--- src/rtl/gpt_pkg.sv ---
// Shared definitions for the interval timer: configuration layout,
// register addresses and the mode encoding. Assumes a single writer.
package gpt_pkg;
    // Configuration word, bit 0 is the LSB of mode.
    typedef struct packed {
        logic       stall;        // bit 8
        logic       defer_match;  // bit 7
        logic       defer_load;   // bit 6
        logic       match_ie;     // bit 5
        logic       snap;         // bit 4
        logic       wait_trig;    // bit 3
        logic       up;           // bit 2
        logic [1:0] mode;         // bits 1:0
    } cfg_t;

    localparam int CFG_W = 9;

    localparam logic [2:0] A_CFG   = 3'd0;
    localparam logic [2:0] A_CTRL  = 3'd1;
    localparam logic [2:0] A_LOAD  = 3'd2;
    localparam logic [2:0] A_MATCH = 3'd3;
    localparam logic [2:0] A_VALUE = 3'd4;
    localparam logic [2:0] A_MASK  = 3'd5;
    localparam logic [2:0] A_CLR   = 3'd6;

    localparam logic [2:0] R_VALUE = 3'd0;
    localparam logic [2:0] R_SNAP  = 3'd1;
    localparam logic [2:0] R_STAT  = 3'd2;
    localparam logic [2:0] R_CTRL  = 3'd3;

    localparam logic [1:0] MODE_PERIODIC = 2'd2;
endpackage

--- src/rtl/gpt_regs.sv ---
// Register bank: decodes the write port and holds configuration,
// interval, pending match and mask. Assumes wr_data is at least CFG_W wide.
module gpt_regs
    import gpt_pkg::*;
#(
    parameter int W = 24
) (
    input  logic         clk,
    input  logic         rst_n,
    input  logic         wr_en,
    input  logic [2:0]   wr_addr,
    input  logic [W-1:0] wr_data,
    output cfg_t         cfg,
    output logic [W-1:0] load_q,
    output logic [W-1:0] match_q,
    output logic [1:0]   mask_q,
    output logic         we_ctrl,
    output logic         we_load,
    output logic         we_match,
    output logic         we_value,
    output logic [1:0]   clr
);
    logic we_cfg, we_mask;

    // Address decode of the single write strobe.
    always_comb begin
        we_cfg   = wr_en && (wr_addr == A_CFG);
        we_ctrl  = wr_en && (wr_addr == A_CTRL);
        we_load  = wr_en && (wr_addr == A_LOAD);
        we_match = wr_en && (wr_addr == A_MATCH);
        we_value = wr_en && (wr_addr == A_VALUE);
        we_mask  = wr_en && (wr_addr == A_MASK);
        clr      = (wr_en && (wr_addr == A_CLR)) ? wr_data[1:0] : 2'b00;
    end

    // Storage of the software-visible settings.
    always_ff @(posedge clk) begin
        if (!rst_n) begin
            cfg     <= '0;
            load_q  <= '0;
            match_q <= '0;
            mask_q  <= '0;
        end else begin
            if (we_cfg)   cfg     <= cfg_t'(wr_data[CFG_W-1:0]);
            if (we_load)  load_q  <= wr_data;
            if (we_match) match_q <= wr_data;
            if (we_mask)  mask_q  <= wr_data[1:0];
        end
    end
endmodule

--- src/rtl/gpt_core.sv ---
// Counting engine: enable and trigger state, the combined counter,
// reload and time-out, active match value and snapshot capture.
// Assumes at most one register write per cycle.
module gpt_core
    import gpt_pkg::*;
#(
    parameter int W = 24
) (
    input  logic         clk,
    input  logic         rst_n,
    input  cfg_t         cfg,
    input  logic [W-1:0] load_q,
    input  logic [W-1:0] match_q,
    input  logic [W-1:0] wdata,
    input  logic         ctrl_bit,
    input  logic         we_ctrl,
    input  logic         we_load,
    input  logic         we_match,
    input  logic         we_value,
    input  logic         trig,
    input  logic         halt,
    output logic [W-1:0] cnt_q,
    output logic [W-1:0] snap_q,
    output logic         en_q,
    output logic         tmo,
    output logic         mat
);
    logic         trg_q;
    logic [W-1:0] mact_q;
    logic         periodic, step, start, load_imm;

    // Event and qualifier decode for the current cycle.
    always_comb begin
        periodic = (cfg.mode == MODE_PERIODIC);
        step     = en_q && trg_q && !(cfg.stall && halt);
        start    = we_ctrl && ctrl_bit && !en_q;
        load_imm = we_load && !cfg.up && !cfg.defer_load && en_q;
        tmo      = step && (cfg.up ? (cnt_q == load_q) : (cnt_q == '0));
        mat      = step && (cnt_q == mact_q);
    end

    // Counter with write, start, reload and count priority.
    always_ff @(posedge clk) begin
        if (!rst_n)            cnt_q <= '0;
        else if (we_value)     cnt_q <= wdata;
        else if (load_imm)     cnt_q <= wdata;
        else if (start || tmo) cnt_q <= cfg.up ? '0 : load_q;
        else if (step)         cnt_q <= cfg.up ? cnt_q + 1'b1 : cnt_q - 1'b1;
    end

    // Enable bit and trigger arming.
    always_ff @(posedge clk) begin
        if (!rst_n) begin
            en_q  <= 1'b0;
            trg_q <= 1'b0;
        end else begin
            if (we_ctrl)             en_q <= ctrl_bit;
            else if (tmo && !periodic) en_q <= 1'b0;
            if (start)               trg_q <= !cfg.wait_trig;
            else if (en_q && trig)   trg_q <= 1'b1;
        end
    end

    // Active match value and time-out snapshot.
    always_ff @(posedge clk) begin
        if (!rst_n) begin
            mact_q <= '0;
            snap_q <= '0;
        end else begin
            if (we_match && !cfg.defer_match) mact_q <= wdata;
            else if (tmo && cfg.defer_match)  mact_q <= match_q;
            if (tmo && periodic && cfg.snap)  snap_q <= cnt_q;
        end
    end

    // one-shot time-out drops the enable.
    a_r4_oneshot_stops: assert property (@(posedge clk) disable iff (!rst_n)
        (tmo && !periodic && !we_ctrl) |=> !en_q);
    // down-count reloads the interval value after time-out.
    a_r3_down_reload: assert property (@(posedge clk) disable iff (!rst_n)
        (tmo && !cfg.up && !we_value && !load_imm) |=> (cnt_q == $past(load_q)));
    // stall with halt holds the count.
    a_r12_stall_freeze: assert property (@(posedge clk) disable iff (!rst_n)
        (cfg.stall && halt && !we_value && !load_imm && !we_ctrl) |=> $stable(cnt_q));
    // value write lands on the next edge.
    a_r10_value_write: assert property (@(posedge clk) disable iff (!rst_n)
        we_value |=> (cnt_q == $past(wdata)));
endmodule

--- src/rtl/gpt_status.sv ---
// Sticky raw status with write-1-clear, masking and the time-out pulse.
// Assumes events and clears arrive as single-cycle strobes.
module gpt_status (
    input  logic       clk,
    input  logic       rst_n,
    input  logic       tmo,
    input  logic       mat,
    input  logic       match_ie,
    input  logic [1:0] clr,
    input  logic [1:0] mask_q,
    output logic [3:0] stat,
    output logic       irq,
    output logic       tmo_pulse
);
    logic raw_t, raw_m;

    // Raw bits: a new event wins over a same-cycle clear.
    always_ff @(posedge clk) begin
        if (!rst_n) begin
            raw_t     <= 1'b0;
            raw_m     <= 1'b0;
            tmo_pulse <= 1'b0;
        end else begin
            raw_t     <= tmo | (raw_t & ~clr[0]);
            raw_m     <= (mat & match_ie) | (raw_m & ~clr[1]);
            tmo_pulse <= tmo;
        end
    end

    // Masked view and interrupt line.
    always_comb begin
        stat = {raw_m & mask_q[1], raw_t & mask_q[0], raw_m, raw_t};
        irq  = |stat[3:2];
    end

    // raw time-out stays set until cleared.
    a_r7_sticky: assert property (@(posedge clk) disable iff (!rst_n)
        (raw_t && !clr[0]) |=> raw_t);
    // no match status while match-enable is low.
    a_r8_match_gate: assert property (@(posedge clk) disable iff (!rst_n)
        (!raw_m && !match_ie) |=> !raw_m);
endmodule

--- src/rtl/gp_timer.sv ---
// Top of the interval timer: wires register bank, counting engine and
// status, and drives the combinational read port. Assumes one write per cycle.
module gp_timer
    import gpt_pkg::*;
#(
    parameter int CNT_W = 16,
    parameter int PRE_W = 8
) (
    input  logic                   clk,
    input  logic                   rst_n,
    input  logic                   wr_en,
    input  logic [2:0]             wr_addr,
    input  logic [CNT_W+PRE_W-1:0] wr_data,
    input  logic [2:0]             rd_addr,
    output logic [CNT_W+PRE_W-1:0] rd_data,
    input  logic                   trig,
    input  logic                   dbg_halt,
    output logic                   irq,
    output logic                   tmo_pulse
);
    localparam int W = CNT_W + PRE_W;

    cfg_t         cfg;
    logic [W-1:0] load_q, match_q, cnt_q, snap_q;
    logic [1:0]   mask_q, clr;
    logic         we_ctrl, we_load, we_match, we_value;
    logic         en_q, tmo, mat;
    logic [3:0]   stat;

    gpt_regs #(.W(W)) u_regs (
        .clk(clk), .rst_n(rst_n), .wr_en(wr_en), .wr_addr(wr_addr),
        .wr_data(wr_data), .cfg(cfg), .load_q(load_q), .match_q(match_q),
        .mask_q(mask_q), .we_ctrl(we_ctrl), .we_load(we_load),
        .we_match(we_match), .we_value(we_value), .clr(clr)
    );

    gpt_core #(.W(W)) u_core (
        .clk(clk), .rst_n(rst_n), .cfg(cfg), .load_q(load_q),
        .match_q(match_q), .wdata(wr_data), .ctrl_bit(wr_data[0]),
        .we_ctrl(we_ctrl), .we_load(we_load), .we_match(we_match),
        .we_value(we_value), .trig(trig), .halt(dbg_halt),
        .cnt_q(cnt_q), .snap_q(snap_q), .en_q(en_q), .tmo(tmo), .mat(mat)
    );

    gpt_status u_stat (
        .clk(clk), .rst_n(rst_n), .tmo(tmo), .mat(mat),
        .match_ie(cfg.match_ie), .clr(clr), .mask_q(mask_q),
        .stat(stat), .irq(irq), .tmo_pulse(tmo_pulse)
    );

    // Read multiplexer.
    always_comb begin
        case (rd_addr)
            R_VALUE: rd_data = cnt_q;
            R_SNAP:  rd_data = snap_q;
            R_STAT:  rd_data = {{(W-4){1'b0}}, stat};
            R_CTRL:  rd_data = {{(W-1){1'b0}}, en_q};
            default: rd_data = '0;
        endcase
    end
endmodule

--- config.mk ---
export PLATFORM = sky130hd
export DESIGN_NAME = gp_timer
export DESIGN_NICKNAME = d
export VERILOG_FILES = /design/src/rtl/gpt_pkg.sv /design/src/rtl/gpt_regs.sv /design/src/rtl/gpt_core.sv /design/src/rtl/gpt_status.sv /design/src/rtl/gp_timer.sv
export SDC_FILE = /design/constraint.sdc
export NUM_CORES = 1
export LEC_CHECK = 0
export BUFFER_PORTS_ARGS = -buffer_cell sky130_fd_sc_hd__buf_2
export CORE_MARGIN = 2
export CORE_UTILIZATION = 30
export DETAILED_ROUTE_END_ITERATION = 10
export GPL_ROUTABILITY_DRIVEN = 0
export GPL_TIMING_DRIVEN = 0
export PLACE_DENSITY_LB_ADDON = 0.2
export SYNTH_ARGS = -nofsm -noshare
export SYNTH_HDL_FRONTEND = slang
export SYNTH_HIERARCHICAL = 1
export SYNTH_SLANG_ARGS = --single-unit
--- constraint.sdc ---
create_clock -name clk -period 3.7 [get_ports clk]
set_input_delay 0.185 -clock clk [delete_from_list [all_inputs] [get_ports clk]]
set_output_delay 0.185 -clock clk [all_outputs]
set_load 0.005 [all_outputs]
**Yosys cells after proc, flatten, opt, wreduce, memory -nomap -nowiden**

Index checks and enable logic that the tools add are counted.

- Register bits: 136
- Input bits: 35
- Word-level logic and storage cells: 96

- $add $sub $neg: 2
- Equality and inequality tests: 12
- Multiplexer cells: 15
- Bitwise operators: 9
- Reduce and logical (&&, ||, !) cells: 39

Operator list:

| kind | number |
|---|---|
| two-way mux 24 bit | 8 |
| one-hot mux 24 bit (4 select lines) | 1 |
| == test 24 bit | 2 |
| adder 24 x 1 -> 24 bit, second input constant | 1 |
| logical NOT 24 bit | 1 |
| subtractor 24 x 1 -> 24 bit, second input constant | 1 |
| logical AND 1 bit | 23 |
| == test 3 x 2 -> 1 bit, second input constant | 4 |
| == test 3 bit, second input constant | 3 |
| logical NOT 1 bit | 7 |
| == test 3 x 1 -> 1 bit, second input constant | 2 |
| logical NOT 3 bit | 2 |
| nonzero test 2 bit | 3 |
| bitwise AND 1 bit | 5 |
| two-way mux 1 bit | 5 |
| nonzero test 4 bit | 1 |
| == test 2 bit, second input constant | 1 |
| two-way mux 2 bit | 1 |
| NOT 1 bit | 2 |
| bitwise OR 1 bit | 2 |
| OR reduction 2 bit | 1 |
| logical OR 1 bit | 1 |

**Logic depth before layout (Yosys ltp)**

Gate-level depths: netlist of run 1.

- Word-level depth: 8
- Depth in mapped cells: 13
- Depth with buffers taken out: 9

**Hierarchy**

Netlist of run 1, hierarchy kept.

By module, submodules not included:

| module | instances | cells an instance | area an instance (µm²) |
|---|---|---|---|
| gpt_core | 1 | 595 | 5,114.9 |
| gpt_regs | 1 | 227 | 2,254.7 |
| gp_timer | 1 | 61 | 442.9 |
| gpt_status | 1 | 14 | 133.9 |

**Worst setup path before layout of run 1**

No wires, ideal clock.

- Path kind: reg2reg
- Start: register u_regs/cfg[2] (netlist name)
- End: register u_core.cnt_q[22]
- Data arrival time: 3,372 ps
- Path slack: 208 ps
- Stages on the path, launching flop included: 12
- Buffers on the path: 2
- Period minus slack after synthesis: 3,492 ps
- Cells stage by stage: dfxtp_1 buf_2 inv_1 clkbuf_1 ha_1 a211oi_2 o21bai_1 a21oi_1 o311ai_2 a211oi_1 a2111oi_0 a211o_1

- Cells in the longest elaborated chain, start to end: 6

Ends and longest elaborated chain:

| item | line | source |
|---|---|---|
| two-way mux 1 bit / logical NOT 1 bit (equally long branches) | gpt_core.sv:38, gpt_core.sv:37 |  |
| logical AND 1 bit, on equally long branches | gpt_core.sv:38, gpt_core.sv:37 |  |
| logical OR 1 bit / logical AND 1 bit (equally long branches) | gpt_core.sv:47, gpt_core.sv:37 |  |
| two-way mux 24 bit / logical AND 1 bit (equally long branches) | gpt_core.sv:47, gpt_core.sv:37 |  |
| two-way mux 24 bit | gpt_core.sv:46 | `else if (load_imm) cnt_q <= wdata;` |
| two-way mux 24 bit | gpt_core.sv:45 | `else if (we_value) cnt_q <= wdata;` |
| end signal, assigned | gpt_core.sv:45 |  |
| end signal, assigned | gpt_core.sv:46 |  |
| end signal, assigned | gpt_core.sv:47 | `else if (start \|\| tmo) cnt_q <= cfg.up ? '0 : load_q;` |
| end, declared | gpt_core.sv:22 | `output logic [W-1:0] cnt_q,` |

Parallel ways exist; a longest one is shown, timed or not. The select of a mux whose other input is x is not followed.
A chain may end at the register's enable or synchronous reset.

**Final worst setup path of run 1**

- Start: register u_regs/cfg[2] (netlist name)
- End: register u_core.cnt_q[14]

- Cells in the longest elaborated chain, start to end: 6

Ends and longest elaborated chain:

| item | line |
|---|---|
| two-way mux 1 bit / logical NOT 1 bit (equally long branches) | gpt_core.sv:38, gpt_core.sv:37 |
| logical AND 1 bit, on equally long branches | gpt_core.sv:38, gpt_core.sv:37 |
| logical OR 1 bit / logical AND 1 bit (equally long branches) | gpt_core.sv:47, gpt_core.sv:37 |
| two-way mux 24 bit / logical AND 1 bit (equally long branches) | gpt_core.sv:47, gpt_core.sv:37 |
| two-way mux 24 bit | gpt_core.sv:46 |
| two-way mux 24 bit | gpt_core.sv:45 |

Parallel ways exist; a longest one is shown, timed or not. The select of a mux whose other input is x is not followed.

==> impl_metrics.toml, run 1 <==
[outcome]
outcome = "completed"

[cts]
cts_setup_buffers = 0
cts_hold_buf = 0
clkTransAtPathRegs_ps = 60
clk_latency_ps = 430
cts_root_buffer = "clkbuf_16"
cts_tree = "yes"
htree_levels = 4
clock-sinks = 136
numCtsBuffers = 17
cts_buffer_depth = 2

[sta]
slew_violations = 0
finalCriticalPeriod_ps = 3482
tightest_slew_ps = 780.1
fin_crit_sh_pct = 94.11
setup_viol = 0
fmax_ghz = 0.2872
slew_headroom_pct = 47.80
rsz0062_at_grt = "no"
skew_ps = 10.32
hold_viol_final = 0

[floorplanning]
rows = 59
die_w_microns = 166.8
core_sq_mm = 0.02606
start_util_pct = 30.49
dieHeight_microns = 166.8
io-pin-count = 61
dieArea_sq_mm = 0.02781

[logic_synthesis]
synth_cells = 897
synth_top_area_share_pct = 34.26
yosysMostFrequentCell = "dfxtp_1"
synth-seq-cells = 136
yosysSeqAreaShare_pct = 34.26
syn_nets = 955
synth_area_leaders = "dfxtp_1, mux2i_1, xnor2_1"
synthTopCellsByCount = "dfxtp_1, mux2i_1, nand2_1"
synth_enable_flop_cells = 0
syn_area_sq_mm = 0.007946
synthFlopType = "dfxtp_1"
synthArstFlopShare_pct = 0
yosysTopAreaCell = "dfxtp_1"
ys.warnings.count = 6
avgSynthCellArea_sq_um = 8.859
synth_cell_types = 75

[route]
viasPerCell = 5.262
drc_errors = 0
first_iter_violations = 509
routed_wl_microns = 25410
first_pass_iters = 5
ant_nets = 0
wire_per_inst_microns = 19.22
vias = 6956

[critical_path]
worst_path_max_delay_cell = "a2111oi_1"
reg2reg_depth = 11
critical_path.max_stage_delay_ps = 550
crit_path_end_kind = "flop"
r2r_slack_ps = 220
arrival_ps = 3850
cp_max_fo = 32
start_kind = "flop"
path_cells = "buf_2, inv_1, clkbuf_4, ha_1, a211oi_2, o21bai_1, a211oi_1, a2111oi_1, mux2_2, nor3_1, a221o_1"
rr_startpoint = "u_regs/cfg[2]"
criticalPathCategory = "reg2reg"
required_ps = 4070
r2r_end = "u_core/cnt_q[14]"

[global_route]
antenna_found_initial = 0
grt_pass1_wl_microns = 39100
overflow = 0
grt_pass1_vias = 6723
grt_start_max_net_pins = 33
grt.total_usage_pct = 18.11

[flow_run]
maxCapViolations = 0

[pwr]
p_switching_uw = 1141
pwr_density_cell_mw_per_mm2 = 439.9
total_power_uw = 4096
pwr-share-clk_pct = 45.3
p_sw_share_pct = 27.87
ir_drop_mv = 0.2391
internal_power_uw = 2955
leakagePower_uw = 0.004025
p_comb_share_pct = 16.8
sequentialPowerShare_pct = 37.9

[place]
port_buffers = 59
place_hpwl_microns = 19830

[hold_path]
hp-class = "in2reg"
holdPathStages = 3
hold_end = "u_core/trg_q"
min_from = "trig"

[cells_and_area]
nFillCells = 2742
drive_above_1_share_pct = 14.18
fin_util_pct = 35.74
nets = 1033
area_delta_synth_final_pct = 17.19
diodes = 0
[cell type report]
cell class | instances | area (sq um) | area share (%)
plain buffers | 60 | 337.8 | 3.628
multi-input cells | 692 | 4866 | 52.25
clock inverters | 11 | 171.4 | 1.841
repair buffers | 59 | 295.3 | 3.171
inverters | 9 | 33.78 | 0.3628
clock buffers | 20 | 466.7 | 5.011
well taps | 335 | 419.2 | 4.501
flip-flops and latches | 136 | 2723 | 29.24
[worst max-delay path, delay by kind of cell, from the launching register on]
family | cells | cell delay, ps
compound gates | 5 | 1190
fa+ha+maj | 1 | 480
buf+inv | 3 | 690
flops | 1 | 320
mux | 1 | 390
simple gates | 1 | 340
[worst max path at each step]
stage	from	end	slack, ps	cells past startpoint
floorplan	u_regs/cfg[2]	u_core/cnt_q[22]	210	11
CTS	u_regs/cfg[2]	u_core/cnt_q[22]	200	11
finish	u_regs/cfg[2]	u_core/cnt_q[14]	220	11
detailed placement	u_regs/cfg[2]	u_core/cnt_q[22]	-230	11
global placement	u_regs/cfg[2]	u_core/cnt_q[22]	-810	11
global route	u_regs/cfg[2]	u_core/cnt_q[17]	5	11
[cells by family after synthesis]
family                     Yosys count  share of synthesized area (%)
adders and majority gates           23                          3.716
DFF                                136                          34.26
and+or+nand+nor                    303                          18.08
buffers and inverters               69                          4.629
AOI/OAI and AO/OA                  171                          15.59
xor gates and xnor gates            64                          7.054
muxes                              131                          16.67
[per-layer routing]
layer / share of wire [%] / global-route usage, %
met1: 50 / 25.56
met3: 4.1 / 2.400
met4: 2.1 / 6.372
met5: 0 / 0
met2: 44 / 28.37
[through the flow]
step                cells  area [sq um]  hold WS [ps]  worst slack (ps)  TNS [ps]
detailed placement   1291          8662         452.5            -228.8    -489.0
global placement     1291          8661         446.8            -810.6     -7841
finish               1322          9313         36.34             217.9         0
CTS                  1322          9308         23.17             202.3         0
global route         1322          9313         45.20             4.635         0
floorplan             897          7946         302.5             208.2         0
[power by group through the flow]
| stage | Clock (uW) | Sequential (uW) | Combinational, uW |
|---|---|---|---|
| floorplan | 0 | 1560 | 482 |
| global placement | 0 | 1590 | 671 |
| detailed placement | 0 | 1590 | 668 |
| CTS | 1880 | 1550 | 675 |
| global route | 1940 | 1560 | 756 |
| finish | 1860 | 1550 | 687 |
[state kept, by name, indices dropped and copies added (netlist names), 2 cells and up]
signal	count
u_core/cnt_q	24
u_core/mact_q	24
u_core/snap_q	24
u_regs/load_q	24
u_regs/match_q	24
u_regs/cfg	9
u_regs/mask_q	2
[cells in the final DEF (no fill, tap or decap), drive strengths merged, types with 11 or more instances in the layout]
master    n
nand2   106
xor2     16
ha       22
a22oi    18
nor3     16
clkbuf   49
a211oi   41
nand4    16
xnor2    48
mux2i   129
dfxtp   136
nor4     11
a21oi    24
buf      90
nor2    100
o21ai    17
[timing repair]
action / 4_1_cts / 5_1_grt
resized for setup: 2 / 3
endpoints found under the hold margin: 0 / 0
pin swaps: 0 / 1
setup endpoints to repair: 6 / 4
(Power assumes the default switching activity.)
==> run 2, diff against run 1 <==
--- a/config.mk
+++ b/config.mk
@@ -6,6 +6,8 @@
 export NUM_CORES = 1
 export LEC_CHECK = 0
 export BUFFER_PORTS_ARGS = -buffer_cell sky130_fd_sc_hd__buf_2
+export CELL_PAD_IN_SITES_DETAIL_PLACEMENT = 0
+export CELL_PAD_IN_SITES_GLOBAL_PLACEMENT = 1
 export CORE_MARGIN = 2
 export CORE_UTILIZATION = 30
 export DETAILED_ROUTE_END_ITERATION = 10
==> run 2 against run 1 <==
Cell count is the same. Fmax grew 2.9%. Critical endpoint is now u_core/cnt_q[20]. Wire length grew 4.9%. Via count shrank 0.14%. Largest power group unchanged. Sequential share of layout area grew 0.18 points. Sequential power is essentially flat. First-iteration DRC count shrank 1.4%. Hold slack is essentially flat. Core utilization shrank 0.22 points. Die area is the same.
==> impl_metrics.toml, run 2 (same netlist as run 1, synthesis figures left out) <==
[outcome]
outcome = "completed"

[pwr]
pwr-share-clk_pct = 43.0
p_comb_share_pct = 17.7
internal_power_uw = 2780
sequentialPowerShare_pct = 39.3
ir_drop_mv = 0.2292
leakagePower_uw = 0.004000
pwr_density_cell_mw_per_mm2 = 427.3
p_switching_uw = 1175
p_sw_share_pct = 29.71

[critical_path]
cp_top_family = "compound AO/OA/AOI/OAI gates"
crit_path_end_kind = "flop"
rr_startpoint = "u_regs/cfg[2]"
start_kind = "flop"
required_ps = 4000
criticalPathCategory = "reg2reg"
startpoint = "u_regs/cfg[2]"
worst_path_max_delay_cell = "o311ai_2"
cp_max_fo = 32
critical_path.max_stage_delay_ps = 510
path_cells = "buf_2, inv_1, clkbuf_4, ha_1, a211oi_2, o21bai_1, a21oi_2, o311ai_2, a211oi_1, o2111a_1, a211o_1"
arrival_ps = 3680
crit_buf_inv = 3

[cts]
cts_tree = "yes"
clk_latency_ps = 420
htree_levels = 4
cts_hold_buf = 0
clock-sinks = 136
clkTransAtPathRegs_ps = 60
cts_root_buffer = "clkbuf_16"
cts_buffer_depth = 2
cts_setup_buffers = 0
numCtsBuffers = 17

[route]
viasPerCell = 5.254
wire_per_inst_microns = 20.16
vias = 6946
first_pass_iters = 7
ant_nets = 0
drc_errors = 0
routed_wl_microns = 26660
first_iter_violations = 502

[cells_and_area]
final_common_cell = "dfxtp_1"
area_delta_synth_final_pct = 16.49
seqCellArea_sq_mm = 0.002723
nFillCells = 2749
fin_area_sq_mm = 0.009256
fin_util_pct = 35.52
drive_above_1_share_pct = 14.18
final_cell_count_no_fill = 1322
layout_common_cells = "dfxtp_1, mux2i_1, nand2_1"
diodes = 0
nets = 1032
multi_input_area_sq_mm = 0.004871

[place]
place_area_sq_mm = 0.008662
port_buffers = 59
place_hpwl_microns = 20820
dp_slack_ps = -258.8
place_inst = 1291

[flow_run]
maxCapViolations = 0

[hold_path]
min_from = "trig"
hp-class = "in2reg"

[sta]
finalWorstSetupSlack_ps = 317.5
tightest_slew_ps = 806.0
rsz0062_at_grt = "no"
fin_tns_setup_ps = 0
fmax_ghz = 0.2956
slew_violations = 0
hold_viol_final = 0
finalCriticalPeriod_ps = 3382
skew_ps = 10.88
setup_viol = 0
slew_headroom_pct = 46.27
fin_crit_sh_pct = 91.42

[floorplanning]
core_sq_mm = 0.02606
die_w_microns = 166.8
rows = 59
dieArea_sq_mm = 0.02781
io-pin-count = 61
start_util_pct = 30.49
dieHeight_microns = 166.8

[global_route]
grt.total_usage_pct = 19.19
grt_pass1_vias = 6890
grt_pass1_wl_microns = 41110
antenna_found_initial = 0
grt_start_max_net_pins = 33
overflow = 0
[run 2: worst register-to-register path: stages, from the launching register on]
cell	delay, ps
dfxtp_1	330
buf_2	230
inv_1	110
clkbuf_4	350
ha_1	500
a211oi_2	110
o21bai_1	240
a21oi_2	130
o311ai_2	510
a211oi_1	220
o2111a_1	280
a211o_1	260
[run 2: power groups by stage]
stage	sequential (uW)	clock (uW)	combinational [uW]
after floorplan	1560	0	482
after global placement	1590	0	683
after detailed placement	1590	0	679
after CTS	1550	1730	688
after global routing	1560	1800	765
final	1550	1700	699
[run 2: cell type report]
cell class | count | area share (%)
clock buffers | 19 | 4.677
multi-input cells | 692 | 52.62
repair buffers | 59 | 3.190
clock inverters | 13 | 1.595
plain buffers | 59 | 3.609
well taps | 335 | 4.528
inverters | 9 | 0.3650
flip-flops and latches | 136 | 29.41
[run 2: layer usage]
metal  part of all wire, %  vias up  global-route usage (%)
li1                      -     3426                       -
met1                    49     3337                   26.45
met2                    45      157                   30.76
met3                   4.0       26                   3.327
met4                   1.9        0                   5.622
met5                     0        -                       0
[run 2: path summary, 6_finish.rpt]
kind,cells after the start,to,slack (ps)
setup / recovery,11,u_core/cnt_q[20],320
hold / removal,3,u_core/trg_q,40
setup reg to reg,11,u_core/cnt_q[20],320
hold reg to reg,2,u_regs/match_q[4],460
[run 2: repair_timing]
item | CTS | global route
pin swaps | 0 | 0
endpoints found under the setup margin | 8 | 9
hold endpoints to repair | 0 | 0
resized for setup | 2 | 7
[run 2: through the flow]
step | total power [uW] | hold slack (ps)
6_report | 3955 | 35.86
3_3_place_gp | 2269 | 445.5
5_1_grt | 4125 | 62.22
3_5_place_dp | 2265 | 452.7
2_1_floorplan | 2044 | 302.5
4_1_cts | 3976 | 30.46
==> run 3, diff against run 2 <==
--- a/config.mk
+++ b/config.mk
@@ -9,7 +9,7 @@
 export CELL_PAD_IN_SITES_DETAIL_PLACEMENT = 0
 export CELL_PAD_IN_SITES_GLOBAL_PLACEMENT = 1
 export CORE_MARGIN = 2
-export CORE_UTILIZATION = 30
+export CORE_UTILIZATION = 42
 export DETAILED_ROUTE_END_ITERATION = 10
 export GPL_ROUTABILITY_DRIVEN = 0
 export GPL_TIMING_DRIVEN = 0
==> run 3 against run 2 <==
Clock-buffer cell count down 1. Clock power about the same. Fmax down 1.5%. Global-route usage rose by 5.8 points. Cell count decreased by 7.6%. Clock skew shrank 0.77 ps. Sequential power hardly changed. Largest power group unchanged. Highest routed layer unchanged.
==> impl_metrics.toml, run 3 (same netlist as run 1, synthesis figures left out) <==
[sta]
slew_headroom_pct = 49.31
hold_viol_final = 0
fmax_ghz = 0.2912
rsz0062_at_grt = "no"
skew_ps = 10.11
tightest_slew_ps = 760.3
setup_viol = 0
finalWorstSetupSlack_ps = 265.5
slew_violations = 0
fin_crit_sh_pct = 92.82
holdWs_ps = 18.53
finalCriticalPeriod_ps = 3434

[pwr]
ir_drop_mv = 0.3265
leakagePower_uw = 0.004010
pwr_density_cell_mw_per_mm2 = 432.9

[global_route]
grt.total_usage_pct = 25.00
grt_start_max_net_pins = 33
grt_pass1_wl_microns = 38300
grt_pass1_vias = 6768
antenna_found_initial = 0
overflow = 0

[outcome]
outcome = "completed"

[critical_path]
rr_startpoint = "u_regs/cfg[2]"
start_kind = "flop"
crit_path_end_kind = "flop"
reg2reg_depth = 11
arrival_ps = 3800
criticalPathCategory = "reg2reg"
startpoint = "u_regs/cfg[2]"
r2r_end = "u_core/cnt_q[14]"
critPathCapture = "u_core/cnt_q[14]"
cp_max_fo = 32
r2r_slack_ps = 270
required_ps = 4060

[cells_and_area]
fin_util_pct = 49.05
final_common_cell = "dfxtp_1"
area_delta_synth_final_pct = 15.07
layout_common_cells = "dfxtp_1, mux2i_1, nand2_1"
nets = 1033
nFillCells = 1845
drive_above_1_share_pct = 14.17
diodes = 0

[place]
dp_slack_ps = -209.4
port_buffers = 59
place_hpwl_microns = 18670

[floorplanning]
dieArea_sq_mm = 0.02004
dieHeight_microns = 141.6
core_sq_mm = 0.01864
io-pin-count = 61
rows = 50
start_util_pct = 42.62
die_w_microns = 141.6

[route]
drc_errors = 0
first_iter_violations = 565
ant_nets = 0
viasPerCell = 5.709
first_pass_iters = 6
vias = 6976
routed_wl_microns = 24260
wire_per_inst_microns = 19.85

[cts]
cts_hold_buf = 0
cts_tree = "yes"
clock-sinks = 136
htree_levels = 4
clkTransAtPathRegs_ps = 60
cts_root_buffer = "clkbuf_16"
numCtsBuffers = 17
clk_latency_ps = 430
cts_buffer_depth = 2

[hold_path]
hp-class = "in2reg"

[flow_run]
maxCapViolations = 0
-- run 3: cell count changes in the layout (fill, tap and decap cells not counted) --
cell,delta
a2111oi_2,-1
o21ai_0,+2
o21ai_1,-2
clkinv_2,-1
clkinvlp_4,-1
inv_8,+2
a2111oi_1,+1
clkinv_4,+1
-- run 3: worst min-delay path by stage --
| stage | startpoint | to | slack (ps) | depth (start not counted) |
|---|---|---|---|---|
| 2_1_floorplan | rst_n | u_stat/raw_t | 300 | 1 |
| 6_report | trig | u_core/trg_q | 20 | 3 |
| 3_3_place_gp | u_regs/match_q[12] | u_regs/match_q[12] | 450 | 2 |
| 4_1_cts | trig | u_core/trg_q | 10 | 3 |
| 5_1_grt | trig | u_core/trg_q | 30 | 3 |
| 3_5_place_dp | u_regs/match_q[21] | u_regs/match_q[21] | 450 | 2 |
-- run 3: layout make-up --
| class | count | area, sq um | area share, % |
|---|---|---|---|
| multi-input combinational | 692 | 4866 | 53.22 |
| sequential | 136 | 2723 | 29.78 |
| timing repair buffer | 59 | 295.3 | 3.229 |
| tap | 234 | 292.8 | 3.202 |
| buffer | 60 | 337.8 | 3.695 |
| clock inverter | 14 | 166.4 | 1.820 |
| inverter | 9 | 33.78 | 0.3695 |
| clock buffer | 18 | 429.2 | 4.693 |
-- run 3: stage by stage --
stage | instance area [sq um] | instances | power, uW | TNS (ps)
floorplan | 7946 | 897 | 2044 | 0
global placement | 8534 | 1190 | 2248 | -7430
detailed placement | 8536 | 1190 | 2247 | -347.8
CTS | 9139 | 1222 | 3980 | 0
global route | 9144 | 1222 | 4127 | 0
finish | 9144 | 1222 | 3959 | 0
-- run 3: repair_timing --
action / CTS / global route
setup buffers: 0 / 0
gates resized for setup: 2 / 4
pin swaps: 0 / 0
endpoints found under the setup margin: 4 / 4
-- run 3: power by group --
group / internal, uW / total, uW / switching (uW)
clock: 1010 / 1720 / 711
sequential: 1500 / 1550 / 53.1
combinational: 278 / 684 / 406
total: 2790 / 3960 / 1170
-- run 3: routing by layer --
layer,part of all wire (%),vias up,wire length (microns),GRT usage (%)
met4,1.9,0,472,8.421
li1,-,3428,-,-
met1,49,3334,11830,35.34
met5,0,-,0,0
met2,45,184,10900,39.24
met3,4.3,30,1054,3.577
-- run 3: worst max-delay path, stage by stage, from the launching register on --
cell	delay, ps
dfxtp_1	320
buf_2	230
inv_1	110
clkbuf_4	340
ha_1	490
a211oi_2	110
o21bai_1	220
a211oi_1	140
a2111oi_1	540
mux2_2	390
nor3_1	310
a221o_1	160
